**src/rtl/rti_pkg.sv**
```systemverilog
// Package rti_pkg
// Shared register map and bit positions for the real-time periodic
// interrupt generator. Assumes a byte-wide register interface.
package rti_pkg;
    localparam int DATA_W = 8;
    localparam int ADDR_W = 2;
    localparam int RATE_W = 2;

    typedef enum logic [ADDR_W-1:0] {
        SEL_CTRL = 2'd0,
        SEL_MASK = 2'd1,
        SEL_FLAG = 2'd2,
        SEL_NONE = 2'd3
    } reg_sel_e;

    // Bit 6 holds both the enable bit in the mask register and the
    // flag bit in the flag register.
    localparam int EN_BIT   = 6;
    localparam int FLAG_BIT = 6;
endpackage

```
**src/rtl/rti_regs.sv**
```systemverilog
// Module rti_regs
// Holds the control and mask registers. Every bit is stored, and only
// the rate field and the enable bit are used here. A write to the
// control register produces a one-cycle restart pulse for the divider.
// Assumes that writes complete in one cycle.
module rti_regs
    import rti_pkg::*;
(
    input  logic              clk,
    input  logic              rst_n,
    input  logic              wr_en,
    input  logic [ADDR_W-1:0] wr_addr,
    input  logic [DATA_W-1:0] wr_data,
    output logic [DATA_W-1:0] ctrl_q,
    output logic [DATA_W-1:0] mask_q,
    output logic              restart
);
    logic wr_ctrl;
    logic wr_mask;

    // Decode the write strobes from the address.
    always_comb begin
        wr_ctrl = wr_en && (reg_sel_e'(wr_addr) == SEL_CTRL);
        wr_mask = wr_en && (reg_sel_e'(wr_addr) == SEL_MASK);
        restart = wr_ctrl;
    end

    // Control register: the rate field plus neighbour storage.
    always_ff @(posedge clk) begin
        if (!rst_n)
            ctrl_q <= '0;
        else if (wr_ctrl)
            ctrl_q <= wr_data;
    end

    // Mask register: the enable bit plus neighbour storage.
    always_ff @(posedge clk) begin
        if (!rst_n)
            mask_q <= '0;
        else if (wr_mask)
            mask_q <= wr_data;
    end
endmodule

```
**src/rtl/rti_divider.sv**
```systemverilog
// Module rti_divider
// A reloading counter whose terminal count comes from the rate field:
// BASE_PERIOD * 2^rate - 1. The tick output is high during the last
// cycle of each interval. A restart pulse clears the count and hides
// the tick. Assumes a rate change arrives together with a restart.
module rti_divider #(
    parameter int BASE_PERIOD = 8192,
    parameter int RATE_W      = 2,
    localparam int NUM_RATES  = 1 << RATE_W,
    localparam int CNT_W      = $clog2(BASE_PERIOD << (NUM_RATES - 1))
) (
    input  logic              clk,
    input  logic              rst_n,
    input  logic              restart,
    input  logic [RATE_W-1:0] rate,
    output logic              tick,
    output logic [CNT_W-1:0]  cnt
);
    logic [CNT_W-1:0] term_tbl [NUM_RATES];

    // One terminal count for each rate code.
    for (genvar g = 0; g < NUM_RATES; g++) begin : g_term
        localparam int TERM = (BASE_PERIOD << g) - 1;
        assign term_tbl[g] = CNT_W'(TERM);
    end

    // End of interval, suppressed when a restart takes this cycle.
    always_comb begin
        tick = (cnt == term_tbl[rate]) && !restart;
    end

    // Count up, and reload on reset, restart or the end of an interval.
    always_ff @(posedge clk) begin
        if (!rst_n || restart || tick)
            cnt <= '0;
        else
            cnt <= cnt + CNT_W'(1);
    end
endmodule

```
**src/rtl/rti_flag.sv**
```systemverilog
// Module rti_flag
// The real-time flag and the interrupt request. The tick sets the flag.
// A clear request (a 1 written to the flag bit) clears it, and the set
// takes priority over the clear. Assumes the tick is already suppressed
// on restart cycles.
module rti_flag (
    input  logic clk,
    input  logic rst_n,
    input  logic tick,
    input  logic clr_req,
    input  logic enable,
    output logic flag_q,
    output logic irq
);
    // Update the flag, with set taking priority over clear.
    always_ff @(posedge clk) begin
        if (!rst_n)
            flag_q <= 1'b0;
        else if (tick)
            flag_q <= 1'b1;
        else if (clr_req)
            flag_q <= 1'b0;
    end

    // Level request while the flag is set and enabled.
    always_comb begin
        irq = flag_q && enable;
    end
endmodule

```
**src/rtl/rti_gen.sv**
```systemverilog
// Module rti_gen
// Top level of the real-time periodic interrupt generator. It connects
// the registers, the divider and the flag, and it muxes the read data.
// Assumes a synchronous active-low reset and a combinational read port.
module rti_gen #(
    parameter int BASE_PERIOD = 8192
) (
    input  logic                       clk,
    input  logic                       rst_n,
    input  logic                       wr_en,
    input  logic [rti_pkg::ADDR_W-1:0] wr_addr,
    input  logic [rti_pkg::DATA_W-1:0] wr_data,
    input  logic [rti_pkg::ADDR_W-1:0] rd_addr,
    output logic [rti_pkg::DATA_W-1:0] rd_data,
    output logic                       irq
);
    import rti_pkg::*;

    localparam int NUM_RATES = 1 << RATE_W;
    localparam int CNT_W     = $clog2(BASE_PERIOD << (NUM_RATES - 1));

    logic [DATA_W-1:0] ctrl_q;
    logic [DATA_W-1:0] mask_q;
    logic              restart;
    logic              tick;
    logic [CNT_W-1:0]  div_cnt;
    logic              flag_q;
    logic              clr_req;
    logic              irq_en;

    rti_regs u_regs (
        .clk     (clk),
        .rst_n   (rst_n),
        .wr_en   (wr_en),
        .wr_addr (wr_addr),
        .wr_data (wr_data),
        .ctrl_q  (ctrl_q),
        .mask_q  (mask_q),
        .restart (restart)
    );

    rti_divider #(
        .BASE_PERIOD (BASE_PERIOD),
        .RATE_W      (RATE_W)
    ) u_div (
        .clk     (clk),
        .rst_n   (rst_n),
        .restart (restart),
        .rate    (ctrl_q[RATE_W-1:0]),
        .tick    (tick),
        .cnt     (div_cnt)
    );

    // Decode the clear request and the enable bit.
    always_comb begin
        clr_req = wr_en && (reg_sel_e'(wr_addr) == SEL_FLAG) && wr_data[FLAG_BIT];
        irq_en  = mask_q[EN_BIT];
    end

    rti_flag u_flag (
        .clk     (clk),
        .rst_n   (rst_n),
        .tick    (tick),
        .clr_req (clr_req),
        .enable  (irq_en),
        .flag_q  (flag_q),
        .irq     (irq)
    );

    // Read mux: the flag register shows only its flag bit.
    always_comb begin
        rd_data = '0;
        case (reg_sel_e'(rd_addr))
            SEL_CTRL: rd_data = ctrl_q;
            SEL_MASK: rd_data = mask_q;
            SEL_FLAG: rd_data[FLAG_BIT] = flag_q;
            default:  rd_data = '0;
        endcase
    end
endmodule

```
**config.mk**
```make
export PLATFORM = sky130hd
export DESIGN_NAME = rti_gen
export DESIGN_NICKNAME = d
export VERILOG_FILES = /design/src/rtl/rti_pkg.sv /design/src/rtl/rti_regs.sv /design/src/rtl/rti_divider.sv /design/src/rtl/rti_flag.sv /design/src/rtl/rti_gen.sv
export SDC_FILE = /design/constraint.sdc
export NUM_CORES = 1
export LEC_CHECK = 0
export ABC_AREA = 1
export ABC_CLOCK_PERIOD_IN_PS = 1550
export BUFFER_PORTS_ARGS = -buffer_cell sky130_fd_sc_hd__clkbuf_2
export CAP_MARGIN = 15
export CELL_PAD_IN_SITES_DETAIL_PLACEMENT = 1
export CELL_PAD_IN_SITES_GLOBAL_PLACEMENT = 1
export CORE_ASPECT_RATIO = 1.25
export CORE_MARGIN = 5
export CORE_UTILIZATION = 36
export DETAILED_ROUTE_END_ITERATION = 12
export PLACE_DENSITY_LB_ADDON = 0.1
export SYNTH_ARGS = -nofsm -noshare
export SYNTH_HDL_FRONTEND = slang
export SYNTH_HIERARCHICAL = 1
export SYNTH_SLANG_ARGS = --single-unit
```
**constraint.sdc**
```tcl
create_clock -name clk -period 1.55 [get_ports clk]
set_clock_uncertainty 0.15 [all_clocks]
set_input_delay 0.155 -clock clk [delete_from_list [all_inputs] [get_ports clk]]
set_output_delay 0.155 -clock clk [all_outputs]
set_load 0.02 [all_outputs]
```
==> key figures <==
Clock tree
  • Root buf cell: clkbuf_8
  • Clock Latency Late Sink: 0.28 ns
  • Worst-path clk slew: 0.07 ns
  • TritonCTS buffer count: 5
  • CTS tree: done
  • Clock Tree Buf Depth: 2
  • Clock sink total: 33
  • H-tree depth: 2

Floorplan
  • Initial Utilization: 36.3%
  • Total core area: 5010 um^2
  • # rows: 29
  • Io pins: 24
  • Die area: 6580 um^2
  • Die width: 73.6 um
  • Die height: 89.5 um

Place
  • Placement Cell Area: 2010 um^2
  • HPWL Detailed: 3340 um
  • Dpl ws: -0.0485 ns
  • Routability congestion estimate: 0.732
  • IO buf count: 23

Worst hold path
  • Hold path start: rst_n
  • Worst hold path class: input pin to flip-flop
  • Hold endpoint: u_regs/ctrl_q[1]
  • Worst Hold Path Cells: 4

GRT
  • GRT overflow: 0
  • Overall Global Routing Usage: 15.7%
  • Vias in the first global route: 1761
  • Initial antenna violation count: 0
  • Largest net degree at the start of global routing: 19
  • First-pass GRT wire length: 7970 um

Final layout
  • Diodes inserted: 0
  • Fill count: 670
  • Design Area, Final: 2280 um^2
  • Area delta synth->final: 25.4%
  • Layout cells sized above 1: 25.6%
  • Fin nets: 328

STA
  • Min Clock Period, post-route: 1.44 ns
  • Count of final max-slew check failures: 0
  • Post-route clock period utilization: 92.9%
  • Final worst setup slack: 0.111 ns
  • Worst hold slack: 0.150 ns
  • Final setup fails: 0
  • Fmax: 695 MHz
  • Final Hold Fails: 0
  • Slew HR: 51.4%
  • Actual slew at the worst max-slew pin: 0.726 ns

Worst setup path
  • Worst Setup End Kind: flip-flop
  • Worst R2R Path Depth: 9
  • Reg2Reg Setup Slack: 0.11 ns
  • Crit Path Max Fanout: 3
  • Reg2reg start: u_div/cnt[1]
  • Critical Path Source Type: flip-flop
  • Reg-to-reg endpoint: u_flag/flag_q
  • CP Data Required Time: 1.62 ns
  • CP arrival: 1.51 ns
  • Setup Crit Path Kind: flip-flop to flip-flop

Power
  • VDD IR max: 399 uV
  • PD cells: 810 nW/um^2
  • Leak Pwr: 1.02 nW

Route
  • Via density per instance: 4.50
  • Initial detailed-routing violation count: 32
  • Wirelength per Cell: 12.3 um
  • Routed WL: 4600 um
  • Pre-Repair DR Iteration Count: 3
  • Via count: 1689
  • Final ANT Viol Nets: 0
  • # DRC: 0

Yosys
  • Syn_area_per_cell: 6.73 um^2
  • Mapped Cells: 270
  • Seq/Total Area, Yosys: 36.3%
  • Unique masters post-synth: 28
  • Post-Syn Nets: 286
  • Seq cells post-synth: 33
  • Yosys synthesis warning count: 6
  • Cell area after synthesis: 1820 um^2

Run status
  • Outcome: finished, final reports clean

Job
  • Max-cap check violation count: 0
[what timing repair did]
item | in CTS | in global routing
setup endpoints to repair | 16 | 17
hold endpoints to repair | 8 | 0
buffers inserted | 0 | 2
gates cloned | 0 | 1
gates resized for setup | 3 | 15
hold buffers | 8 | 0
pin swaps | 0 | 2
[how the worst max path moves through the flow]
| stage | from | to | slack (ns) |
|---|---|---|---|
| floorplan | wr_en | u_div/cnt[5] | 0.03 |
| global placement | u_div/cnt[0] | u_div/cnt[1] | 0.03 |
| detailed placement | u_div/cnt[1] | u_div/cnt[2] | -0.05 |
| CTS | u_div/cnt[1] | u_div/cnt[2] | 0.01 |
| global route | u_div/cnt[2] | u_div/cnt[15] | -0.004 |
| finish | u_div/cnt[1] | u_flag/flag_q | 0.11 |
[state kept, by name (all words and copies together), names as in the netlist]
name	count
u_flag/flag_q	1
u_div/cnt	16
u_regs/ctrl_q	8
u_regs/mask_q	8
[area by class of cell]
type | instances | area (um^2) | area share [%]
multi-input cells | 192 | 1010 | 44.2
flip-flops and latches | 33 | 668 | 29.3
repair buffers | 42 | 278 | 12.2
inverters | 38 | 148 | 6.48
clock buffers | 7 | 96.3 | 4.23
well taps | 62 | 77.6 | 3.40
clock inverters | 1 | 5.00 | 0.220
[routing by layer]
metal / up-vias / wire length [um] / GRT usage [%] / part of all wire, %
met5: - / 0 / 0 / 0
met4: 0 / 59 / 5.93 / 1.3
met3: 5 / 107 / 3.60 / 2.3
met2: 15 / 2470 / 29.0 / 54
met1: 764 / 1970 / 17.2 / 43
li1: 905 / - / - / -
[per-stage QoR]
stage	power (mW)	TNS, ns	instances	utilization, %
5_1_grt	1.95	-0.00437	375	45.5
3_3_place_gp	1.11	0	356	40.1
3_5_place_dp	1.11	-0.220	356	40.1
4_1_cts	1.87	0	372	44.1
2_1_floorplan	1.05	0	270	-
6_report	1.85	0	375	45.5
[critical path: stages (launching register included)]
cell and delay, ns:
dfxtp_2 0.35, ha_4 0.15, nand3_4 0.10, inv_4 0.09, nand3_4 0.08, inv_4 0.07
nand3_4 0.14, inv_2 0.07, inv_1 0.05, a21oi_2 0.12
[power by group]
part / internal, mW / switching (mW)
Clock: 0.401 / 0.322
Sequential: 0.877 / 0.0207
Combinational: 0.0944 / 0.132
[kinds of logic after synthesis]
family | count (synthesis) | synth area share (%)
AOI/OAI and AO/OA | 11 | 3.37
xor gates and xnor gates | 10 | 4.82
adders and majority gates | 1 | 0.688
buffers and inverters | 46 | 11.8
DFF | 33 | 36.3
and+or+nand+nor | 169 | 43.0
[synthesized netlist by cell type]
cell       n  share of area (%)
nand3_1   24                6.6
xor2_1     7                3.4
nand2_2    3                1.0
a21oi_1    8                2.2
o21bai_1   1               0.41
buf_2      1               0.28
nor3b_1    1               0.41
dfxtp_1   33                 36
nand3_2    2                1.1
nor3_1     1               0.28
inv_1     35                7.2
nor2_4     3                1.9
a21oi_2    1               0.48
nand2_1   68                 14
inv_2      3               0.62
ha_1       1               0.69
buf_6      1               0.62
buf_4      3                1.2
nand3_4    2                1.9
nor2_2    11                3.8
nand2_4    1               0.62
buf_12     1                1.1
clkbuf_4   1               0.41
clkbuf_2   1               0.28
nor2_1    50                 10
xnor2_1    3                1.4
o21ai_0    1               0.28
nand4_1    3                1.0
[cell usage in the layout (no fill, tap or decap)]
| cell type | instances |
|---|---|
| nand3_1 | 24 |
| nor3b_1 | 1 |
| dfxtp_2 | 6 |
| a21oi_1 | 8 |
| o21bai_1 | 1 |
| inv_1 | 34 |
| inv_4 | 2 |
| inv_2 | 2 |
| ha_4 | 1 |
| nor3_1 | 1 |
| nor2_2 | 14 |
| xnor2_1 | 3 |
| dlygate4sd3_1 | 8 |
| clkinv_2 | 1 |
| nand2_8 | 2 |
| nand4_1 | 3 |
| buf_4 | 11 |
| o21ai_0 | 1 |
| nand3_4 | 4 |
| xor2_1 | 7 |
| clkbuf_8 | 7 |
| nor2_1 | 47 |
| nand2_1 | 68 |
| a21oi_2 | 1 |
| dfxtp_1 | 27 |
| nand2_2 | 3 |
| nor2_4 | 3 |
| clkbuf_2 | 23 |
Power figures use the tool's default switching activity.
